$ cat config.mk
export PLATFORM = sky130hd
export DESIGN_NAME = busy_release_monitor
export DESIGN_NICKNAME = d
export VERILOG_FILES = /design/src/rtl/bsy_pkg.sv /design/src/rtl/bsy_tick_timer.sv /design/src/rtl/bsy_ctrl.sv /design/src/rtl/bsy_syn_reg.sv /design/src/rtl/busy_release_monitor.sv
export SDC_FILE = /design/constraint.sdc
export NUM_CORES = 1
export LEC_CHECK = 0
export BUFFER_PORTS_ARGS = -buffer_cell sky130_fd_sc_hd__buf_4
export CORE_MARGIN = 5
export CORE_UTILIZATION = 50
export DETAILED_ROUTE_END_ITERATION = 10
export PLACE_DENSITY = 0.81
export SLEW_MARGIN = 20
export SYNTH_ARGS = -nofsm -noshare
export SYNTH_HDL_FRONTEND = slang
export SYNTH_SLANG_ARGS = --single-unit
$ cat constraint.sdc
create_clock -name clk -period 5.27 [get_ports clk]
set_input_delay 0.2635 -clock clk [delete_from_list [all_inputs] [get_ports clk]]
set_output_delay 0.2635 -clock clk [all_outputs]
set_load 0.05 [all_outputs]
$ cat src/rtl/bsy_pkg.sv
package bsy_pkg;
  typedef enum logic [1:0] {
    MODE_IDLE     = 2'd0,
    MODE_NODATA   = 2'd1,
    MODE_AUTOSTOP = 2'd2
  } mode_e;

  localparam int BIT_RESP = 0;
  localparam int BIT_DEND = 1;
  localparam int BIT_DTO  = 20;
  localparam logic [1:0] RSP_SHORT_BUSY = 2'b11;
endpackage

$ cat src/rtl/bsy_tick_timer.sv
module bsy_tick_timer #(
  parameter int TICK_CYC    = 100000,
  parameter int DEADLINE_MS = 250
) (
  input  logic clk,
  input  logic rst,
  input  logic start,
  input  logic run,
  output logic tick,
  output logic last_tick
);
  localparam int TW = $clog2(TICK_CYC + 1);
  localparam int MW = $clog2(DEADLINE_MS + 1);

  logic [TW-1:0] tcnt;
  logic [MW-1:0] mcnt;

  assign tick      = run && (tcnt == TW'(TICK_CYC - 1));
  assign last_tick = tick && (mcnt >= MW'(DEADLINE_MS - 1));

  always_ff @(posedge clk) begin
    if (rst || start) begin
      tcnt <= '0;
      mcnt <= '0;
    end else if (run) begin
      if (tick) begin
        tcnt <= '0;
        if (mcnt != MW'(DEADLINE_MS)) mcnt <= mcnt + 1'b1;
      end else begin
        tcnt <= tcnt + 1'b1;
      end
    end
  end

  AST_TICK_SPACED: assert property (@(posedge clk) disable iff (rst)
    tick |=> !tick);
endmodule

$ cat src/rtl/bsy_ctrl.sv
module bsy_ctrl
  import bsy_pkg::*;
#(
  parameter int STAT_W = 32
) (
  input  logic              clk,
  input  logic              rst,
  input  logic              cmd_wr,
  input  logic              cmd_has_data,
  input  logic [1:0]        cmd_rsp_type,
  input  logic              xfer_auto_stop,
  input  logic              xfer_multi_blk,
  input  logic [STAT_W-1:0] raw_stat,
  input  logic              busy,
  input  logic              tick,
  input  logic              last_tick,
  output logic              timer_start,
  output logic              timer_run,
  output logic [STAT_W-1:0] syn_set,
  output logic              hw_clr_stb,
  output logic [STAT_W-1:0] hw_clr_mask,
  output logic              rsp_force
);
  localparam logic [STAT_W-1:0] M_RESP = STAT_W'(1) << BIT_RESP;
  localparam logic [STAT_W-1:0] M_DEND = STAT_W'(1) << BIT_DEND;
  localparam logic [STAT_W-1:0] M_DTO  = STAT_W'(1) << BIT_DTO;

  mode_e mode_q;
  logic  wait_q;
  logic  arm_nd, arm_ac, capture, finish;
  logic [STAT_W-1:0] cap_mask, done_mask;

  assign arm_nd = cmd_wr && !cmd_has_data && (cmd_rsp_type == RSP_SHORT_BUSY);
  assign arm_ac = cmd_wr && cmd_has_data && xfer_auto_stop && xfer_multi_blk;

  always_comb begin
    unique case (mode_q)
      MODE_NODATA:   cap_mask = M_RESP;
      MODE_AUTOSTOP: cap_mask = M_DEND;
      default:       cap_mask = '0;
    endcase
  end

  assign done_mask = M_DEND | ((mode_q == MODE_NODATA) ? M_RESP : '0);
  assign capture   = (mode_q != MODE_IDLE) && !wait_q && (|(raw_stat & cap_mask));

  always_comb begin
    syn_set = '0;
    if (capture && !busy)
      syn_set = done_mask;
    else if (wait_q && tick) begin
      if (!busy)          syn_set = done_mask;
      else if (last_tick) syn_set = M_DTO;
    end
  end

  assign finish      = |syn_set;
  assign timer_start = capture && busy;
  assign timer_run   = wait_q;
  assign rsp_force   = (mode_q == MODE_NODATA);

  always_ff @(posedge clk) begin
    if (rst) begin
      mode_q      <= MODE_IDLE;
      wait_q      <= 1'b0;
      hw_clr_stb  <= 1'b0;
      hw_clr_mask <= '0;
    end else begin
      hw_clr_stb  <= capture && busy;
      hw_clr_mask <= (capture && busy) ? cap_mask : '0;
      if (finish) begin
        mode_q <= MODE_IDLE;
        wait_q <= 1'b0;
      end else if (capture) begin
        wait_q <= 1'b1;
      end else if (mode_q == MODE_IDLE) begin
        if (arm_nd)      mode_q <= MODE_NODATA;
        else if (arm_ac) mode_q <= MODE_AUTOSTOP;
      end
    end
  end

  AST_CLR_NEEDS_BUSY: assert property (@(posedge clk) disable iff (rst)
    hw_clr_stb |-> $past(busy));
  AST_NO_REARM: assert property (@(posedge clk) disable iff (rst)
    (mode_q != MODE_IDLE) |=> (mode_q == $past(mode_q) || mode_q == MODE_IDLE));
  AST_TIMEOUT_EXCL: assert property (@(posedge clk) disable iff (rst)
    !(syn_set[BIT_DTO] && syn_set[BIT_DEND]));
  AST_IDLE_AFTER_SET: assert property (@(posedge clk) disable iff (rst)
    (|syn_set) |=> (mode_q == MODE_IDLE) && !wait_q);
endmodule

$ cat src/rtl/bsy_syn_reg.sv
module bsy_syn_reg #(
  parameter int STAT_W = 32
) (
  input  logic              clk,
  input  logic              rst,
  input  logic [STAT_W-1:0] set,
  input  logic              clr_wr,
  input  logic [STAT_W-1:0] clr_data,
  output logic [STAT_W-1:0] q,
  output logic [STAT_W-1:0] nxt
);
  for (genvar i = 0; i < STAT_W; i++) begin : g_bit
    assign nxt[i] = set[i] | (q[i] & ~(clr_wr & clr_data[i]));
  end

  always_ff @(posedge clk) begin
    if (rst) q <= '0;
    else     q <= nxt;
  end

  AST_SET_WINS: assert property (@(posedge clk) disable iff (rst)
    (|set) |=> ((q & $past(set)) == $past(set)));
  AST_W1C: assert property (@(posedge clk) disable iff (rst)
    clr_wr |=> ((q & $past(clr_data & ~set)) == '0));
endmodule

$ cat src/rtl/busy_release_monitor.sv
module busy_release_monitor #(
  parameter int STAT_W      = 32,
  parameter int TICK_CYC    = 100000,
  parameter int DEADLINE_MS = 250
) (
  input  logic              clk,
  input  logic              rst,
  input  logic              cmd_wr,
  input  logic              cmd_has_data,
  input  logic [1:0]        cmd_rsp_type,
  input  logic              xfer_auto_stop,
  input  logic              xfer_multi_blk,
  input  logic [STAT_W-1:0] raw_stat,
  input  logic              dat_line_active,
  input  logic              dat_inhibit,
  input  logic              stat_w1c_wr,
  input  logic [STAT_W-1:0] stat_w1c_data,
  output logic [STAT_W-1:0] merged_stat,
  output logic              hw_clr_stb,
  output logic [STAT_W-1:0] hw_clr_mask,
  output logic              rsp_irq_force,
  output logic              syn_irq
);
  logic              busy, tick, last_tick, t_start, t_run;
  logic [STAT_W-1:0] syn_set, syn_q, syn_nxt;

  assign busy = dat_line_active | dat_inhibit;

  bsy_tick_timer #(.TICK_CYC(TICK_CYC), .DEADLINE_MS(DEADLINE_MS)) u_timer (
    .clk(clk), .rst(rst), .start(t_start), .run(t_run),
    .tick(tick), .last_tick(last_tick));

  bsy_ctrl #(.STAT_W(STAT_W)) u_ctrl (
    .clk(clk), .rst(rst), .cmd_wr(cmd_wr), .cmd_has_data(cmd_has_data),
    .cmd_rsp_type(cmd_rsp_type), .xfer_auto_stop(xfer_auto_stop),
    .xfer_multi_blk(xfer_multi_blk), .raw_stat(raw_stat), .busy(busy),
    .tick(tick), .last_tick(last_tick), .timer_start(t_start),
    .timer_run(t_run), .syn_set(syn_set), .hw_clr_stb(hw_clr_stb),
    .hw_clr_mask(hw_clr_mask), .rsp_force(rsp_irq_force));

  bsy_syn_reg #(.STAT_W(STAT_W)) u_syn (
    .clk(clk), .rst(rst), .set(syn_set), .clr_wr(stat_w1c_wr),
    .clr_data(stat_w1c_data), .q(syn_q), .nxt(syn_nxt));

  always_ff @(posedge clk) begin
    if (rst) begin
      merged_stat <= '0;
      syn_irq     <= 1'b0;
    end else begin
      merged_stat <= raw_stat | syn_nxt;
      syn_irq     <= |syn_set;
    end
  end

  AST_IRQ_PULSE: assert property (@(posedge clk) disable iff (rst)
    syn_irq |=> !syn_irq);
  AST_MERGE_HAS_SYN: assert property (@(posedge clk) disable iff (rst)
    ((merged_stat & syn_q) == syn_q));
endmodule

==> out/metrics.yaml, run 1 <==
clock_network:
  hold_buffers: 0
  cts_sinks: 96
  clk_latency_ns: 0.35
  cts_htree_levels: 3
  cts_resized: 0
  cts_post_setup_buffers_inserted: 0
  cts_buffers: 9
  clkTransAtPathRegs_ns: 0.09
  cts_buffer_depth: 2
  cts-root-buf: "clkbuf_8"
  cts_tree: "built"
critical_path:
  crit_start: "u_ctrl.timer_run"
  cp_num_buf_inv: 0
  regToRegStartpoint: "u_ctrl.timer_run"
  path_class: "reg -> reg"
  required_ns: 5.55
  critPathArrivalTime_ns: 2.52
  critical-path-slowest-cell: "o21ai_1"
  cpPeakStageDelay_ns: 0.65
  worstSetupEndpointType: "flop"
  crit_family: "compound AO/OA/AOI/OAI gates"
  crit_fanout: 15
  worstPathCellList: "and4bb_2 > o21ai_1 > o211ai_2 > a21oi_1"
  start_kind: "flop"
logic_synthesis:
  synthCells: 403
  synth_edf_count: 0
  synth_async_sr_flop_share_pct: 0
  syn_area_sq_mm: 0.00384
  ys.flop_type: "dfxtp_1"
  yosysWarnings: 0
  synth_cell_type_count: 51
  avgSynthCellArea_sq_um: 9.54
  synth-seq-cells: 96
  synth.yosys.seq_area_share_pct: 50.0
timing:
  final_hold_viol_count: 0
  tightest_slew_ns: 0.947
  maxSlewViolCount: 0
  post-route-period-util_pct: 42.6
  layout_min_cycle_time_ns: 2.24
  setup_viol: 0
  relSlewSlack_pct: 36.9
  rsz0062_at_grt: "no"
  fin_tns_setup_ns: 0
  finClkSkew_ns: 0.00754
  fmax_mhz: 445
placement:
  gp_congestion: 0.825
  port_buffers: 111
  dp_hpwl_microns: 6720
floorplan:
  die_area_sq_mm: 0.00954
  start_util_pct: 50.5
  pin_count: 142
  die_x_microns: 97.7
  rows: 32
  die_y_microns: 97.7
  core_area_sq_mm: 0.00761
route:
  via_per_inst: 5.20
  final_antenna_net_count: 0
  wl_per_cell_microns: 14.8
  vias: 3192
  drt-total-wl_microns: 9080
  drt_iter0_markers: 177
  drc: 0
  first_pass_iters: 4
global_routing:
  grt_max_degree: 43
  antenna_found_initial: 0
  grt_pass1_wl_microns: 14900
  overflow: 0
  grt_pass1_vias: 3210
  grt_usage_pct: 18.9
worst_hold_path:
  min_path_type: "in -> reg"
  min_from: "raw_stat[4]"
pwr:
  finalPower_mw: 1.52
  p_per_area_mw_per_mm2: 313
  vdd_drop_max_mv: 0.222
  p_leak_nw: 2.35
finish:
  fillers: 632
  drive_gt1_share_pct: 27.1
  area_growth_pct: 26.3
  nets: 588
  antenna_cells: 0
flow_run:
  maxCapViolations: 0
status:
  status: "finished, final reports clean"
## layer usage
layer / wire length, microns / up-vias / global-route usage [%] / share of wire, %
li1: - / 1563 / - / -
met1: 3620 / 1492 / 21.8 / 40
met2: 4320 / 121 / 30.7 / 48
met3: 1010 / 16 / 8.83 / 11
met4: 126 / 0 / 6.92 / 1.4
met5: 0 / - / 0 / 0
## cell usage in the layout (no fill, tap or decap), types with 3 or more instances in the layout
| cell | count |
|---|---|
| conb_1 | 30 |
| a21o_1 | 29 |
| nand4_1 | 13 |
| and4_1 | 3 |
| o31ai_1 | 4 |
| buf_4 | 112 |
| nand2_1 | 39 |
| clkbuf_8 | 9 |
| nor3_1 | 6 |
| nor2_1 | 24 |
| nand3_1 | 12 |
| ha_1 | 5 |
| nand3b_1 | 3 |
| dfxtp_1 | 96 |
| a21oi_1 | 13 |
| xnor2_1 | 9 |
| mux2i_1 | 4 |
| and3_1 | 33 |
| nor4_1 | 9 |
| inv_1 | 10 |
| nand2b_1 | 3 |
| bufinv_16 | 3 |
| xor2_1 | 4 |
## synth_stat cells, types with 2 or more instances
library cell	instances	share of area, %
buf_2	4	0.52
nand3b_1	3	0.59
clkbuf_1	11	1.1
xor2_1	4	0.91
nand3_1	12	1.6
a31o_2	2	0.46
or4_1	2	0.39
mux2i_1	4	1.0
xnor2_1	9	2.1
and3_1	33	5.4
o31ai_1	4	0.78
a21o_1	29	5.7
ha_1	5	1.6
dfxtp_1	96	50
inv_1	11	1.1
and4_1	3	0.68
o21ai_0	2	0.26
o21a_1	2	0.39
a31oi_1	2	0.33
buf_4	31	6.1
a21boi_0	2	0.39
nand2b_1	3	0.49
nand2_1	39	3.8
nor4_1	9	1.5
nor2_1	24	2.3
and4bb_2	2	0.65
nor3_1	6	0.78
nor4bb_1	2	0.52
nand4_1	13	2.1
a21oi_1	13	1.7
## flip-flops by register name (all words and copies together), names as in the netlist
register / cells
u_timer.tcnt: 17
syn_irq: 1
u_ctrl.hw_clr_mask: 2
u_ctrl.hw_clr_stb: 1
u_timer.mcnt: 8
merged_stat: 32
u_ctrl.mode_q: 2
u_ctrl.timer_run: 1
u_syn.q: 32
## worst reg2reg max path, cell delays in order (launching register included)
cell	delay, ns
dfxtp_1	0.50
and4bb_2	0.29
o21ai_1	0.65
o211ai_2	0.50
a21oi_1	0.25
## power by group
part / switching, mW / leakage [nW] / internal [mW]
clock network: 0.255 / 0.116 / 0.316
registers: 0.00600 / 0.782 / 0.739
logic: 0.135 / 1.45 / 0.0665
total: 0.396 / 2.35 / 1.12
## through the flow
step	worst slack, ns	hold WS [ns]	util (%)	cells	cell area (sq um)
4_1_cts	3.05	0.0791	63.8	614	4850
3_5_place_dp	3.11	0.453	60.7	599	4620
3_3_place_gp	3.19	0.441	60.7	599	4620
5_1_grt	2.84	0.0772	63.8	614	4850
2_1_floorplan	3.61	0.373	-	432	3950
6_report	3.03	0.0940	63.8	614	4850
## final timing paths
kind | slack [ns] | end | cells after the start
min | 0.09 | merged_stat[4] | 2
min reg2reg | 0.46 | u_syn.q[20] | 2
max | 3.03 | u_timer.tcnt[16] | 4
max reg2reg | 3.03 | u_timer.tcnt[16] | 4
## kinds of logic (layout without fill, tap and decap cells)
kind of cell    count (synthesis)  in the layout  share of synthesized area, %
fa+ha+maj                       5              5                          1.63
flops                          96             96                          50.0
simple gates                  163            163                          23.6
xor+xnor                       13             13                          2.96
other cells                     1             30                        0.0976
buf+inv                        58            138                          9.02
mux                             4              4                          1.04
compound gates                 63             63                          11.7
## cell type report
class | instances | area [sq um] | share of cell area (%)
clock buffer | 9 | 124 | 2.55
sequential | 96 | 1920 | 39.6
inverter | 11 | 41.3 | 0.851
timing repair buffer | 112 | 841 | 17.3
tap | 102 | 128 | 2.63
multi-input combinational | 278 | 1680 | 34.7
clock inverter | 6 | 115 | 2.37
Note: power is estimated with default switching activity, not from simulation.
==> inputs of run 2 (changes only) <==
CORE_UTILIZATION = 44   (was 50)
PLACE_DENSITY = 0.75   (was 0.81)
clock period = 1.8 ns   (was 5.27 ns; I/O delays follow)
==> run 2 against run 1 <==
Effect of this change: wire length grew 8.4%; maximum frequency increased by 32%; final area rose by 10%; clock skew grew 0.0054 ns; utilization decreased by 1.8 points; sequential power grew to 2.9 times the previous value; critical path type unchanged.
==> out/metrics.yaml, run 2 (synthesis gave the netlist of run 1 again) <==
global_routing:
  antenna_found_initial: 0
  grt_max_degree: 47
  grt_pass1_vias: 3319
  overflow: 0
  grt_pass1_wl_microns: 15800
  grt_usage_pct: 18.8
timing:
  post-route-period-util_pct: 94.4
  finClkSkew_ns: 0.0129
  fmax_mhz: 588
  maxSlewViolCount: 0
  worst_slack_ns: 0.101
  setup_viol: 0
  layout_min_cycle_time_ns: 1.70
  final_hold_viol_count: 0
  fin_tns_setup_ns: 0
route:
  drt-total-wl_microns: 9840
  vias: 3339
  drt_iter0_markers: 117
  via_per_inst: 4.98
  drc: 0
  first_pass_iters: 4
  final_antenna_net_count: 0
  wl_per_cell_microns: 14.7
pwr:
  p_leak_nw: 2.57
  vdd_drop_max_mv: 0.543
  p_per_area_mw_per_mm2: 814
floorplan:
  pin_count: 142
  die_area_sq_mm: 0.0107
  die_y_microns: 103
  core_area_sq_mm: 0.00864
  start_util_pct: 44.5
  rows: 34
  die_x_microns: 103
critical_path:
  cpPeakStageDelay_ns: 0.45
  worstSetupEndpointType: "flop"
  crit_fanout: 7
  worstReg2RegEnd: "u_syn.q[20]"
  rr_worst_depth: 6
  cp_num_buf_inv: 1
  regToRegSetupSlack_ns: 0.10
  required_ns: 2.10
  worstPathCellList: "inv_1 > ha_1 > or3b_2 > nand4_1 > or3_1 > a21oi_1"
  critical-path-slowest-cell: "or3_1"
  critPathArrivalTime_ns: 2.00
  crit_family: "simple AND/OR/NAND/NOR gates"
  path_class: "reg -> reg"
  start_kind: "flop"
  regToRegStartpoint: "u_timer.mcnt[0]"
placement:
  port_buffers: 111
  dp_hpwl_microns: 6960
  post-place-ws_ns: 0.0273
  gp_congestion: 0.774
finish:
  layout_common_cells: "128 x buf_4, 95 x dfxtp_1, 39 x nand2_1, 33 x dlygate4sd3_1, 32 x and3_1"
  area_growth_pct: 39.4
  layout_commonest_cell: "buf_4"
  antenna_cells: 0
  drive_gt1_share_pct: 28.6
  nets: 638
  reg.largest.list: "merged_stat (32), u_syn.q (32), u_timer.tcnt (17)"
  fillers: 680
  final_core_util_pct: 62.0
clock_network:
  cts_buffers: 9
  clk_latency_ns: 0.36
  cts_post_setup_buffers_inserted: 0
  cts_buffer_depth: 2
  cts_sinks: 96
  cts_tree: "built"
  cts_htree_levels: 3
  clkTransAtPathRegs_ns: 0.10
  cts-root-buf: "clkbuf_8"
worst_hold_path:
  min_path_type: "in -> reg"
  min_to: "u_syn.q[20]"
  min_path_cells: 4
  min_from: "stat_w1c_data[20]"
flow_run:
  maxCapViolations: 0
status:
  status: "finished, final reports clean"
[run 2: how the worst max path moves through the flow]
stage / endpoint / cells past startpoint / start / slack (ns)
floorplan: u_timer.mcnt[6] / 6 / u_timer.tcnt[0] / 0.14
global placement: u_timer.mcnt[6] / 5 / u_timer.tcnt[0] / 0.1
detailed placement: u_syn.q[20] / 6 / u_timer.mcnt[0] / 0.03
CTS: u_syn.q[20] / 6 / u_timer.mcnt[0] / 0.01
global route: u_timer.mcnt[5] / 6 / u_timer.tcnt[0] / -0.003
finish: u_syn.q[20] / 6 / u_timer.mcnt[0] / 0.10
[run 2: timing repair]
| action | CTS | global route |
|---|---|---|
| hold buffers | 33 | 0 |
| hold endpoints to repair | 40 | 0 |
| setup endpoints to repair | 0 | 29 |
| resized for setup | 0 | 8 |
[run 2: tightest hold or removal path: cells and delay by family]
family,cells,cell delay (ns)
and+or+nand+nor,2,0.11
AOI/OAI and AO/OA,1,0.06
buffers and inverters,1,0.08
[run 2: final cells by class]
class,count,area [sq um],area share (%)
Inverter,11,41.3,0.771
Clock buffer,10,138,2.57
Sequential cell,96,1920,35.9
Multi-Input combinational cell,278,1720,32.2
Tap cell,108,135,2.52
Clock inverter,6,83.8,1.57
Timing Repair Buffer,162,1310,24.5
[run 2: through the flow]
stage / hold WS (ns) / total power, mW / std cells / cell area (sq um)
floorplan: 0.200 / 2.66 / 432 / 3950
global placement: 0.283 / 2.82 / 622 / 4760
detailed placement: 0.287 / 2.83 / 622 / 4760
CTS: 0.00905 / 4.39 / 671 / 5320
global route: 0.0335 / 4.52 / 671 / 5360
finish: 0.0216 / 4.36 / 671 / 5360
[run 2: per-layer routing]
metal	vias up	wire length (microns)	track usage [%]	share of wire [%]
li1	1659	-	-	-
met1	1543	4050	23.5	41
met2	119	4670	29.1	47
met3	18	941	7.31	9.6
met4	0	180	7.77	1.8
met5	-	0	0	0
[run 2: power by group]
group / switching, mW / leakage [nW] / internal [mW]
Clock: 0.797 / 0.112 / 0.714
Combinational: 0.415 / 1.67 / 0.251
Sequential: 0.0165 / 0.783 / 2.17
Total: 1.23 / 2.57 / 3.13
